**src/rtl/lowsw_pkg.sv**
```systemverilog
// Package: shared helpers for the low-switching multiplier.
// Assumes: integer arguments are positive.
package lowsw_pkg;
    // Integer ceiling division, used to size the counter groups.
    function automatic int ceil_div(input int n, input int d);
        return (n + d - 1) / d;
    endfunction
endpackage

```
**src/rtl/lowsw_ring.sv**
```systemverilog
// Module: lowsw_ring
// One-hot position counter. A single 1 moves from bit 0 toward bit K-1,
// one place per cycle, and then leaves the vector (counter becomes zero).
// The flops are split into groups of GRP bits. A group's register is
// enabled only while its token is inside the group, about to enter it, or
// when a load occurs. This stands in for clock gating.
// Assumes: load is asserted only while the counter is zero; GRP >= 1.
module lowsw_ring
    import lowsw_pkg::*;
#(
    parameter int K   = 24,
    parameter int GRP = 6
) (
    input  logic         clk,
    input  logic         rst_n,
    input  logic         load,
    output logic [K-1:0] ring
);
    localparam int NGRP = ceil_div(K, GRP);

    for (genvar g = 0; g < NGRP; g++) begin : g_grp
        localparam int LO = g * GRP;
        localparam int W  = ((K - LO) < GRP) ? (K - LO) : GRP;

        logic [W-1:0] seg;
        logic [W:0]   ext;
        logic         cin;
        logic         grp_en;

        if (g == 0) begin : g_first
            assign cin = 1'b0;
        end else begin : g_rest
            assign cin = ring[LO-1];
        end

        assign ext    = {seg, cin};
        assign grp_en = load | (|seg) | cin;

        // Group register: move the token one place, or load the initial token.
        always_ff @(posedge clk) begin
            if (!rst_n) begin
                seg <= '0;
            end else if (grp_en) begin
                if (load) begin
                    seg <= (g == 0) ? W'(1) : '0;
                end else begin
                    seg <= ext[W-1:0];
                end
            end
        end

        assign ring[LO +: W] = seg;
    end
endmodule

```
**src/rtl/lowsw_pp_core.sv**
```systemverilog
// Module: lowsw_pp_core
// Partial-product engine. The multiplicand feeds the adder directly. The
// other adder input is the feeder register. A partial product that must go
// through an add next cycle is parked in the feeder register; one that must
// not is parked in the bypass register. On a zero bit both adder inputs
// stay constant.
// Assumes: a_op is constant while step is high; next_bit is 0 on the
// last step, so the final upper half ends in the bypass register.
module lowsw_pp_core #(
    parameter int K = 24
) (
    input  logic         clk,
    input  logic         rst_n,
    input  logic         load,
    input  logic         step,
    input  logic         first_bit,
    input  logic         next_bit,
    input  logic [K-1:0] a_op,
    output logic         res_lsb,
    output logic [K-1:0] feeder_q,
    output logic [K-1:0] bypass_q
);
    logic         use_add_q;
    logic [K:0]   sum;
    logic [K:0]   res;
    logic [K-1:0] new_pp;
    logic         wr_feed;
    logic         wr_byp;

    // Adder: the multiplicand is wired straight to one input, with no select.
    assign sum = {1'b0, feeder_q} + {1'b0, a_op};

    // Result of this step: the sum for a one bit, the held value for a zero bit.
    always_comb begin
        res = use_add_q ? sum : {1'b0, bypass_q};
    end

    assign new_pp  = res[K:1];
    assign res_lsb = res[0];

    // Steering from the lookahead bit: a 1 writes the feeder, a 0 writes the bypass.
    assign wr_feed = step & next_bit;
    assign wr_byp  = step & ~next_bit;

    // Feeder register: written only when the next step will add.
    always_ff @(posedge clk) begin
        if (!rst_n) begin
            feeder_q <= '0;
        end else if (load && first_bit) begin
            feeder_q <= '0;
        end else if (wr_feed) begin
            feeder_q <= new_pp;
        end
    end

    // Bypass register: written only when the next step will skip the add.
    always_ff @(posedge clk) begin
        if (!rst_n) begin
            bypass_q <= '0;
        end else if (load && !first_bit) begin
            bypass_q <= '0;
        end else if (wr_byp) begin
            bypass_q <= new_pp;
        end
    end

    // Source flag: which register holds the live partial product.
    always_ff @(posedge clk) begin
        if (!rst_n) begin
            use_add_q <= 1'b0;
        end else if (load) begin
            use_add_q <= first_bit;
        end else if (step) begin
            use_add_q <= next_bit;
        end
    end
endmodule

```
**src/rtl/lowsw_low_bank.sv**
```systemverilog
// Module: lowsw_low_bank
// Lower product half. Each position is written once, in place, when its
// one-hot select is high, and is never shifted.
// Assumes: wr_sel has at most one bit set.
module lowsw_low_bank #(
    parameter int K = 24
) (
    input  logic         clk,
    input  logic         rst_n,
    input  logic [K-1:0] wr_sel,
    input  logic         bit_in,
    output logic [K-1:0] low_q
);
    for (genvar i = 0; i < K; i++) begin : g_bit
        // Position i: capture the bit resolved in step i.
        always_ff @(posedge clk) begin
            if (!rst_n) begin
                low_q[i] <= 1'b0;
            end else if (wr_sel[i]) begin
                low_q[i] <= bit_in;
            end
        end
    end
endmodule

```
**src/rtl/lowsw_mult.sv**
```systemverilog
// Module: lowsw_mult (top)
// Unsigned K x K sequential multiplier built for low toggling. It loads
// the operands on a start pulse while idle, processes one multiplier bit
// per cycle for K cycles, then pulses ready with the 2K-bit product.
// Assumes: K >= 2; start pulses during busy are dropped.
module lowsw_mult #(
    parameter int K        = 24,
    parameter int RING_GRP = 6
) (
    input  logic           clk,
    input  logic           rst_n,
    input  logic           start,
    input  logic [K-1:0]   op_a,
    input  logic [K-1:0]   op_b,
    output logic           busy,
    output logic           ready,
    output logic [2*K-1:0] product
);
    logic [K-1:0] a_reg;
    logic [K-1:0] b_reg;
    logic [K-1:0] ring;
    logic [K-1:0] feeder_q;
    logic [K-1:0] bypass_q;
    logic [K-1:0] low_q;
    logic         accept;
    logic         next_bit;
    logic         res_lsb;

    assign busy   = |ring;
    assign accept = start & ~busy;

    // Lookahead: the multiplier bit used in the step after the current one.
    assign next_bit = |(b_reg[K-1:1] & ring[K-2:0]);

    // Operand registers: loaded only on an accepted start, then held.
    always_ff @(posedge clk) begin
        if (!rst_n) begin
            a_reg <= '0;
            b_reg <= '0;
        end else if (accept) begin
            a_reg <= op_a;
            b_reg <= op_b;
        end
    end

    // Ready flag: raised in the cycle after the last step.
    always_ff @(posedge clk) begin
        if (!rst_n) begin
            ready <= 1'b0;
        end else begin
            ready <= ring[K-1];
        end
    end

    lowsw_ring #(.K(K), .GRP(RING_GRP)) u_ring (
        .clk   (clk),
        .rst_n (rst_n),
        .load  (accept),
        .ring  (ring)
    );

    lowsw_pp_core #(.K(K)) u_core (
        .clk       (clk),
        .rst_n     (rst_n),
        .load      (accept),
        .step      (busy),
        .first_bit (op_b[0]),
        .next_bit  (next_bit),
        .a_op      (a_reg),
        .res_lsb   (res_lsb),
        .feeder_q  (feeder_q),
        .bypass_q  (bypass_q)
    );

    lowsw_low_bank #(.K(K)) u_low (
        .clk    (clk),
        .rst_n  (rst_n),
        .wr_sel (ring),
        .bit_in (res_lsb),
        .low_q  (low_q)
    );

    assign product = {bypass_q, low_q};
endmodule

```
**config.mk**
```make
export PLATFORM = sky130hd
export DESIGN_NAME = lowsw_mult
export DESIGN_NICKNAME = d
export VERILOG_FILES = /design/src/rtl/lowsw_pkg.sv /design/src/rtl/lowsw_ring.sv /design/src/rtl/lowsw_pp_core.sv /design/src/rtl/lowsw_low_bank.sv /design/src/rtl/lowsw_mult.sv
export SDC_FILE = /design/constraint.sdc
export NUM_CORES = 1
export LEC_CHECK = 0
export CAP_MARGIN = 20
export CORE_MARGIN = 2
export CORE_UTILIZATION = 50
export DETAILED_ROUTE_END_ITERATION = 8
export DONT_BUFFER_PORTS = 1
export PLACE_DENSITY = 0.71
export SLEW_MARGIN = 20
export SYNTH_ARGS = -nofsm -noshare
export SYNTH_HDL_FRONTEND = slang
export SYNTH_SLANG_ARGS = --single-unit
```
**constraint.sdc**
```tcl
create_clock -name clk -period 3.75 [get_ports clk]
set_input_delay 0 -clock clk [delete_from_list [all_inputs] [get_ports clk]]
set_output_delay 0 -clock clk [all_outputs]
set_load 0.05 [all_outputs]
```
==> impl_metrics.json, run 1 <==
{
  "grt_pass1_wl_um": 28300,
  "cts_setup_buffers": 0,
  "worstPathMaxFanout": 42,
  "cts_resized": 0,
  "route.detailed.drc": 0,
  "pin_count": 101,
  "clock_sinks": 145,
  "cts_max_level": 4,
  "via_per_inst": 5.94,
  "ant_nets": 0,
  "syn_nets": 820,
  "dieArea_um2": 14100,
  "syn_inst": 744,
  "io_buffers": 0,
  "hpwl_um": 11400,
  "area_growth_pct": 19.4,
  "r2r_slack_ps": 710,
  "rsz0062_at_grt": "false",
  "final_util_pct": 61.9,
  "gp_congestion": 0.874,
  "track_usage_pct": 25.1,
  "dpl_cell_area_um2": 6690,
  "via_count": 5755,
  "stdcell_area_um2": 7870,
  "drtPass1Iterations": 5,
  "report.final.slew_viol_count": 0,
  "grt_max_degree": 95,
  "cts_buffer_depth": 2,
  "finalWirelength_um": 17200,
  "syn_area_um2": 6590,
  "period_needed_ps": 3040,
  "r2r_cells": 8,
  "finalCritPeriodShare_pct": 81.1,
  "status": "completed",
  "hold_path_end": "u_core.bypass_q[19]",
  "critPathKind": "reg -> reg",
  "cts_hold_buf": 60,
  "coreArea_um2": 12700,
  "drt_iter0_drc": 457,
  "p_leak_nw": 3.33,
  "async_reset_ff_share_pct": 0,
  "cts_buffers": 17,
  "hold_depth": 3,
  "grt_overflow": 0,
  "fin_setup_tns_ps": 0,
  "ys_seq_area_share_pct": 44.0,
  "ys_warn_count": 0,
  "start_kind": "flip-flop",
  "yosys_register_bits": 145,
  "min_path_type": "in -> reg",
  "antenna_found_initial": 0,
  "synth_cell_types": 64,
  "cp.arrival_ps": 3400,
  "fin_worst_skew_ps": 9.96,
  "rows": 41,
  "root_buffer": "clkbuf_16",
  "peakVddDrop_mv": 0.308,
  "antenna_cells": 0,
  "grt_pass1_vias": 5549,
  "r2r-end": "b_reg[19]",
  "fmax_ghz": 0.329,
  "finalHoldViolations": 0,
  "relSlewSlack_pct": 36.6,
  "fp.dieH_um": 119,
  "min_from": "op_b[0]",
  "die_x_um": 119,
  "powerDensity_nw_per_um2": 469,
  "wl_per_cell_um": 17.8,
  "initial_core_util_pct": 51.8,
  "setup_viol": 0,
  "nNetsFinal": 861,
  "clk_pin_slew_ps": 60,
  "worst_pin_slew_ps": 928,
  "end_kind": "flip-flop",
  "synth_edf_count": 0,
  "avgSynthCellArea_um2": 8.86,
  "ys.flop_type": "dfxtp_1",
  "cts_tree": "done",
  "cp_data_required_time_ps": 4110,
  "drv_cap": 0,
  "final_layout_size_suffix_gt1_share_pct": 7.40,
  "timing.rr.start": "u_ring.g_grp[3].seg[5]",
  "insertion_delay_ps": 420
}
==> layer usage <==
metal | global-route usage [%] | routed length, um | vias to the layer above
met5 | 0 | 0 | -
met1 | 33.8 | 7770 | 2738
met4 | 7.96 | 286 | 0
met2 | 38.6 | 7780 | 209
li1 | - | - | 2786
met3 | 7.81 | 1410 | 22
==> synth_stat cells, types with 7 or more instances <==
master	instances	area (um^2)
nand2_1	147	552
dfxtp_1	145	2900
a21boi_0	49	368
clkbuf_1	40	150
nor2_1	36	135
a21oi_1	35	175
o21ai_0	29	145
and3_1	28	175
a211oi_1	25	188
ha_1	24	300
o211a_1	24	240
mux2i_1	13	130
a21o_1	12	90.1
a22oi_1	12	90.1
nand3_1	11	55.1
xnor2_1	8	70.1
inv_1	7	26.3
==> worst max-delay path, cell delays in order (launching register included) <==
cell           delay, ps
dfxtp_1              340
nor4_1               380
nand4_1              140
nor2_1               440
and2_2               350
buf_4                440
nand2_1              100
a21boi_0             190
dlygate4sd3_1        590
==> layout make-up <==
type / instances / area [um^2]
Multi-Input combinational cell: 546 / 3500
Inverter: 7 / 26.3
Tap cell: 172 / 215
Fill cell: 1112 / 4850
Clock buffer: 22 / 484
Clock inverter: 9 / 58.8
Sequential cell: 145 / 2900
Timing Repair Buffer: 68 / 681
==> cells in the final DEF (no fill, tap or decap), types with 5 or more instances in the layout <==
| master | instances |
|---|---|
| a21o_1 | 12 |
| nand4_1 | 6 |
| inv_1 | 7 |
| a21boi_0 | 48 |
| nor3_1 | 6 |
| a211oi_1 | 25 |
| xnor2_1 | 8 |
| mux2i_1 | 12 |
| nand3_1 | 11 |
| ha_1 | 24 |
| nor2_1 | 35 |
| buf_4 | 7 |
| a21oi_1 | 35 |
| dfxtp_1 | 145 |
| o21ai_0 | 28 |
| and2_1 | 5 |
| nor4_1 | 6 |
| clkbuf_16 | 17 |
| nand2_1 | 146 |
| dlygate4sd3_1 | 60 |
| and3_1 | 28 |
| o211a_1 | 24 |
| a22oi_1 | 12 |
==> where the power goes <==
group	internal, W	total, W	switching (W)
Combinational	0.000158	0.000409	0.000250
Sequential	0.00161	0.00174	0.000129
Clock	0.000907	0.00155	0.000640
Total	0.00267	0.00369	0.00102
==> metrics by stage <==
step	total power, W	cells	setup slack [ps]	hold WS, ps
3_3_place_gp	0.00210	877	1170	148
6_report	0.00369	969	710	17.5
2_1_floorplan	0.00202	744	1320	145
4_1_cts	0.00371	968	794	3.97
3_5_place_dp	0.00210	877	1090	154
5_1_grt	0.00384	969	409	36.1
==> logic make-up after synthesis <==
kind of cell	after synthesis	synth area share, %
simple gates	263	17.9
compound gates	233	26.6
flops	145	44.0
buf+inv	53	3.06
fa+ha+maj	25	4.86
mux	13	1.97
xor+xnor	12	1.59
==> worst max path at each step <==
stage	startpoint	endpoint	slack, ps	depth (start not counted)
after floorplan	a_reg[7]	u_core.feeder_q[22]	1320	8
after global placement	a_reg[7]	u_core.feeder_q[22]	1170	8
after detailed placement	a_reg[7]	u_core.bypass_q[22]	1090	8
after CTS	u_ring.g_grp[3].seg[5]	a_reg[21]	790	8
after global routing	u_ring.g_grp[3].seg[5]	b_reg[19]	410	8
final	u_ring.g_grp[3].seg[5]	b_reg[19]	710	8
No activity file was read; power rests on OpenSTA's default activity.
==> inputs of run 2 (changes only) <==
--- a/config.mk
+++ b/config.mk
@@ -10,7 +10,7 @@
 export CORE_UTILIZATION = 50
 export DETAILED_ROUTE_END_ITERATION = 8
 export DONT_BUFFER_PORTS = 1
-export PLACE_DENSITY = 0.71
+export PLACE_DENSITY = 0.74
 export SLEW_MARGIN = 20
 export SYNTH_ARGS = -nofsm -noshare
 export SYNTH_HDL_FRONTEND = slang
==> constraint.sdc (replaced) <==
create_clock -name clk -period 2.6 [get_ports clk]
set_input_delay 0 -clock clk [delete_from_list [all_inputs] [get_ports clk]]
set_output_delay 0 -clock clk [all_outputs]
set_load 0.05 [all_outputs]
==> impl_metrics.json, run 2 (synthesis results as in run 1) <==
{
  "grt_max_degree": 100,
  "rows": 41,
  "dpl_cell_area_um2": 6870,
  "io_buffers": 0,
  "fin_total_pwr_w": 0.00551,
  "area_growth_pct": 24.8,
  "min_path_type": "in -> reg",
  "clk_pin_slew_ps": 60,
  "fmax_ghz": 0.373,
  "via_count": 5931,
  "r2r_cells": 10,
  "path_cells": "ha_4, o211ai_1, or3_4, a2111oi_4, buf_4, buf_6, or3_4, a21o_1, a31oi_4, a211oi_2",
  "crit_end": "u_core.bypass_q[16]",
  "worst_pin_slew_ps": 696,
  "cts_max_level": 4,
  "start_kind": "flip-flop",
  "wl_per_cell_um": 18.8,
  "antenna_cells": 0,
  "dieArea_um2": 14100,
  "insertion_delay_ps": 420,
  "cp.arrival_ps": 3030,
  "cpMostUsedCell": "or3_4",
  "grt_overflow": 0,
  "status": "complete, but fails checks",
  "final_common_cell": "nand2_1",
  "dp_slack_ps": -19.5,
  "r2r-end": "u_core.bypass_q[16]",
  "p_leak_nw": 3.46,
  "timing.final.ws_setup_ps": -81.3,
  "final_layout_size_suffix_gt1_share_pct": 13.0,
  "timing.rr.start": "a_reg[2]",
  "cts_buffers": 17,
  "coreArea_um2": 12700,
  "fp.dieH_um": 119,
  "fin_setup_tns_ps": -266,
  "nNetsFinal": 883,
  "worstPathMaxFanout": 4,
  "stdcell_area_um2": 8220,
  "clock_sinks": 145,
  "die_x_um": 119,
  "antenna_found_initial": 0,
  "r2r_slack_ps": -80,
  "drtPass1Iterations": 5,
  "peakVddDrop_mv": 0.459,
  "layout_common_cells": "nand2_1, dfxtp_1, dlygate4sd3_1",
  "gp_congestion": 0.944,
  "cp_data_required_time_ps": 2950,
  "setup_viol": 9,
  "crit_start": "a_reg[2]",
  "report.final.slew_viol_count": 0,
  "violations": "negative setup slack",
  "cts_buffer_depth": 2,
  "relSlewSlack_pct": 53.5,
  "via_per_inst": 5.98,
  "fin_worst_skew_ps": 6.17,
  "rsz0062_at_grt": "true",
  "final_util_pct": 64.6,
  "critPathKind": "reg -> reg",
  "end_kind": "flip-flop",
  "initial_core_util_pct": 51.8,
  "hpwl_um": 12200,
  "pin_count": 101,
  "cp_slowest_stage_delay_ps": 470,
  "critPathSlowestCell": "or3_4",
  "grt_pass1_wl_um": 29600,
  "track_usage_pct": 26.5,
  "grt_pass1_vias": 5687,
  "period_needed_ps": 2680,
  "powerDensity_nw_per_um2": 671,
  "route.detailed.drc": 0,
  "cts_tree": "done",
  "finalCritPeriodShare_pct": 103,
  "finalHoldViolations": 0,
  "drv_cap": 0,
  "drt_iter0_drc": 542,
  "root_buffer": "clkbuf_16",
  "finalWirelength_um": 18700,
  "ant_nets": 0
}
-- run 2: how the worst min path moves through the flow --
stage,startpoint,endpoint,slack [ps],cells after the start
after global routing,op_b[0],u_core.bypass_q[1],40,3
after detailed placement,rst_n,ready,150,1
after CTS,op_b[0],u_core.bypass_q[9],2,3
final,op_b[0],u_core.bypass_q[9],20,3
after floorplan,op_b[6],b_reg[6],140,2
after global placement,op_a[23],a_reg[23],150,2
-- run 2: metrics by stage --
step                cells  hold slack [ps]
floorplan             744              145
global placement      899              147
detailed placement    899              147
CTS                   986             2.25
global route          992             43.3
finish                992             17.7
-- run 2: layer usage --
metal  vias up  global-route usage (%)  part of all wire [%]
met5         -                       0                     0
met4         0                    12.4                   2.9
met3        41                    7.57                   7.0
met2       221                    41.6                    46
met1      2843                    33.6                    44
li1       2826                       -                     -
-- run 2: what timing repair did --
action,in CTS,in global routing
hold buffers,55,0
cloned,0,0
gates resized for setup,3,27
setup buffers,0,6
pin swaps,0,26
endpoints found under the setup margin,3,29
hold endpoints to repair,118,0
-- run 2: power breakdown --
| group | internal, W | switching (W) | leakage, nW |
|---|---|---|---|
| clock | 0.00140 | 0.000962 | 0.276 |
| sequential | 0.00232 | 0.000190 | 1.18 |
| combinational | 0.000259 | 0.000391 | 2.01 |
| total | 0.00397 | 0.00154 | 3.46 |
-- run 2: layout make-up --
class                           count  area [um^2]
Timing Repair Buffer               90          847
Fill cell                        1061         4500
Clock inverter                     11          103
Tap cell                          172          215
Inverter                            7         26.3
Clock buffer                       21          470
Sequential cell                   145         2910
Multi-Input combinational cell    546         3650
-- run 2: worst max-delay path, delay by kind of cell (launching register included) --
kind | cells | cell delay (ps)
buffers and inverters | 2 | 290
adders and majority gates | 1 | 290
DFF | 1 | 330
AOI/OAI and AO/OA | 5 | 1080
and+or+nand+nor | 2 | 610
==> inputs of run 3 (changes only) <==
--- a/config.mk
+++ b/config.mk
@@ -10,7 +10,9 @@
 export CORE_UTILIZATION = 50
 export DETAILED_ROUTE_END_ITERATION = 8
 export DONT_BUFFER_PORTS = 1
+export HOLD_SLACK_MARGIN = 0.1
 export PLACE_DENSITY = 0.74
+export REMOVE_ABC_BUFFERS = 1
 export SLEW_MARGIN = 20
 export SYNTH_ARGS = -nofsm -noshare
 export SYNTH_HDL_FRONTEND = slang
==> impl_metrics.json, run 3 (synthesis results as in run 1) <==
{
  "grt_pass1_wl_um": 28400,
  "timing.rr.start": "a_reg[2]",
  "gp_congestion": 0.901,
  "dieArea_um2": 14100,
  "report.final.slew_viol_count": 0,
  "route.detailed.drc": 0,
  "fin_worst_skew_ps": 6.06,
  "final_common_cell": "nand2_1",
  "nNetsFinal": 871,
  "worst_pin_slew_ps": 653,
  "area_growth_pct": 22.7,
  "end_kind": "flip-flop",
  "fp.dieH_um": 119,
  "min_path_type": "in -> reg",
  "relSlewSlack_pct": 56.3,
  "r2r-end": "u_core.bypass_q[18]",
  "root_buffer": "clkbuf_16",
  "cp.arrival_ps": 2850,
  "grt_pass1_vias": 5765,
  "track_usage_pct": 25.0,
  "hold_path_end": "a_reg[9]",
  "finalHoldViolations": 0,
  "clock_sinks": 145,
  "antenna_found_initial": 0,
  "worstPathMaxFanout": 4,
  "final_layout_size_suffix_gt1_share_pct": 11.8,
  "fillerInstances": 1048,
  "io_buffers": 0,
  "rows": 41,
  "period_needed_ps": 2510,
  "cts_buffers": 17,
  "insertion_delay_ps": 420,
  "peakVddDrop_mv": 0.562,
  "wl_per_cell_um": 17.9,
  "p_leak_nw": 3.39,
  "rsz0062_at_grt": "true",
  "cts_tree": "done",
  "critPathKind": "reg -> reg",
  "drtPass1Iterations": 5,
  "clk_pin_slew_ps": 60,
  "die_x_um": 119,
  "grt_max_degree": 101,
  "min_from": "start",
  "initial_core_util_pct": 51.8,
  "grt_overflow": 0,
  "finalWirelength_um": 17600,
  "cp_data_required_time_ps": 2940,
  "pin_count": 101,
  "cts_buffer_depth": 2,
  "drv_cap": 0,
  "cp_top_family": "compound AO/OA/AOI/OAI gates",
  "hold_depth": 4,
  "status": "completed",
  "fin_setup_tns_ps": 0,
  "r2r_cells": 9,
  "layout_common_cells": "nand2_1, dfxtp_1, dlygate4sd3_1",
  "via_count": 5824,
  "coreArea_um2": 12700,
  "cp_slowest_stage_delay_ps": 450,
  "hpwl_um": 11200,
  "finalCritPeriodShare_pct": 96.7,
  "antenna_cells": 0,
  "fmax_ghz": 0.398,
  "stdcell_area_um2": 8090,
  "r2r_slack_ps": 90,
  "powerDensity_nw_per_um2": 684,
  "critPathSlowestCell": "a2111oi_4",
  "start_kind": "flip-flop",
  "dpl_cell_area_um2": 6820,
  "worst-path-buf-inv": 1,
  "setup_viol": 0,
  "path_cells": "ha_4, o211ai_1, or3_4, a2111oi_4, buf_4, o31a_4, a31o_2, a32oi_1, a211oi_1",
  "via_per_inst": 5.94,
  "drt_iter0_drc": 415,
  "ant_nets": 0,
  "cts_max_level": 4
}
[run 3: final cells by class]
cell class,instances,area (um^2),area share [%]
repair buffers,78,733,9.06
inverters,7,26.3,0.325
flip-flops and latches,145,2910,36.0
clock buffers,19,433,5.35
well taps,172,215,2.66
multi-input cells,546,3620,44.8
clock inverters,13,149,1.84
[run 3: metal layers]
| layer | vias to the layer above | track usage [%] | share of wire, % | wire (um) |
|---|---|---|---|---|
| li1 | 2799 | - | - | - |
| met1 | 2775 | 30.4 | 42 | 7400 |
| met2 | 209 | 41.4 | 48 | 8510 |
| met3 | 41 | 7.09 | 6.5 | 1150 |
| met4 | 0 | 10.7 | 3.0 | 523 |
| met5 | - | 0 | 0 | 0 |
[run 3: where the power goes]
group	total (W)	switching, W	internal (W)
clock network	0.00241	0.000985	0.00143
logic	0.000620	0.000373	0.000247
registers	0.00250	0.000186	0.00232
[run 3: worst reg2reg max path, stage by stage, from the launching register on]
cell	delay, ps
dfxtp_2	340
ha_4	280
o211ai_1	100
or3_4	420
a2111oi_4	450
buf_4	210
o31a_4	140
a31o_2	150
a32oi_1	110
a211oi_1	230
[run 3: how the worst max path moves through the flow]
stage	start	end	slack [ps]	cells past startpoint
after floorplan	u_ring.g_grp[1].seg[1]	u_core.bypass_q[19]	-1060	7
after global placement	a_reg[8]	u_core.feeder_q[22]	90	8
after detailed placement	a_reg[0]	u_core.feeder_q[21]	50	9
after CTS	a_reg[7]	u_core.feeder_q[21]	50	9
after global routing	a_reg[3]	u_core.bypass_q[22]	-100	8
final	a_reg[2]	u_core.bypass_q[18]	90	9
[run 3: what timing repair did]
| action | CTS | global route |
|---|---|---|
| hold endpoints to repair | 134 | 0 |
| hold buffers | 52 | 0 |
| gates resized for setup | 0 | 23 |
| setup buffers | 0 | 2 |
| setup endpoints to repair | 0 | 18 |
[run 3: stage by stage]
step / hold WS [ps] / setup slack [ps] / util (%) / power, W / std cells
global route: 149 / -100 / 63.6 / 0.00574 / 980
floorplan: 127 / -1060 / - / 0.00288 / 698
global placement: 146 / 89.6 / 53.6 / 0.00304 / 894
detailed placement: 152 / 49.1 / 53.6 / 0.00305 / 894
CTS: 116 / 45.8 / 62.4 / 0.00553 / 978
finish: 132 / 87.1 / 63.6 / 0.00554 / 980
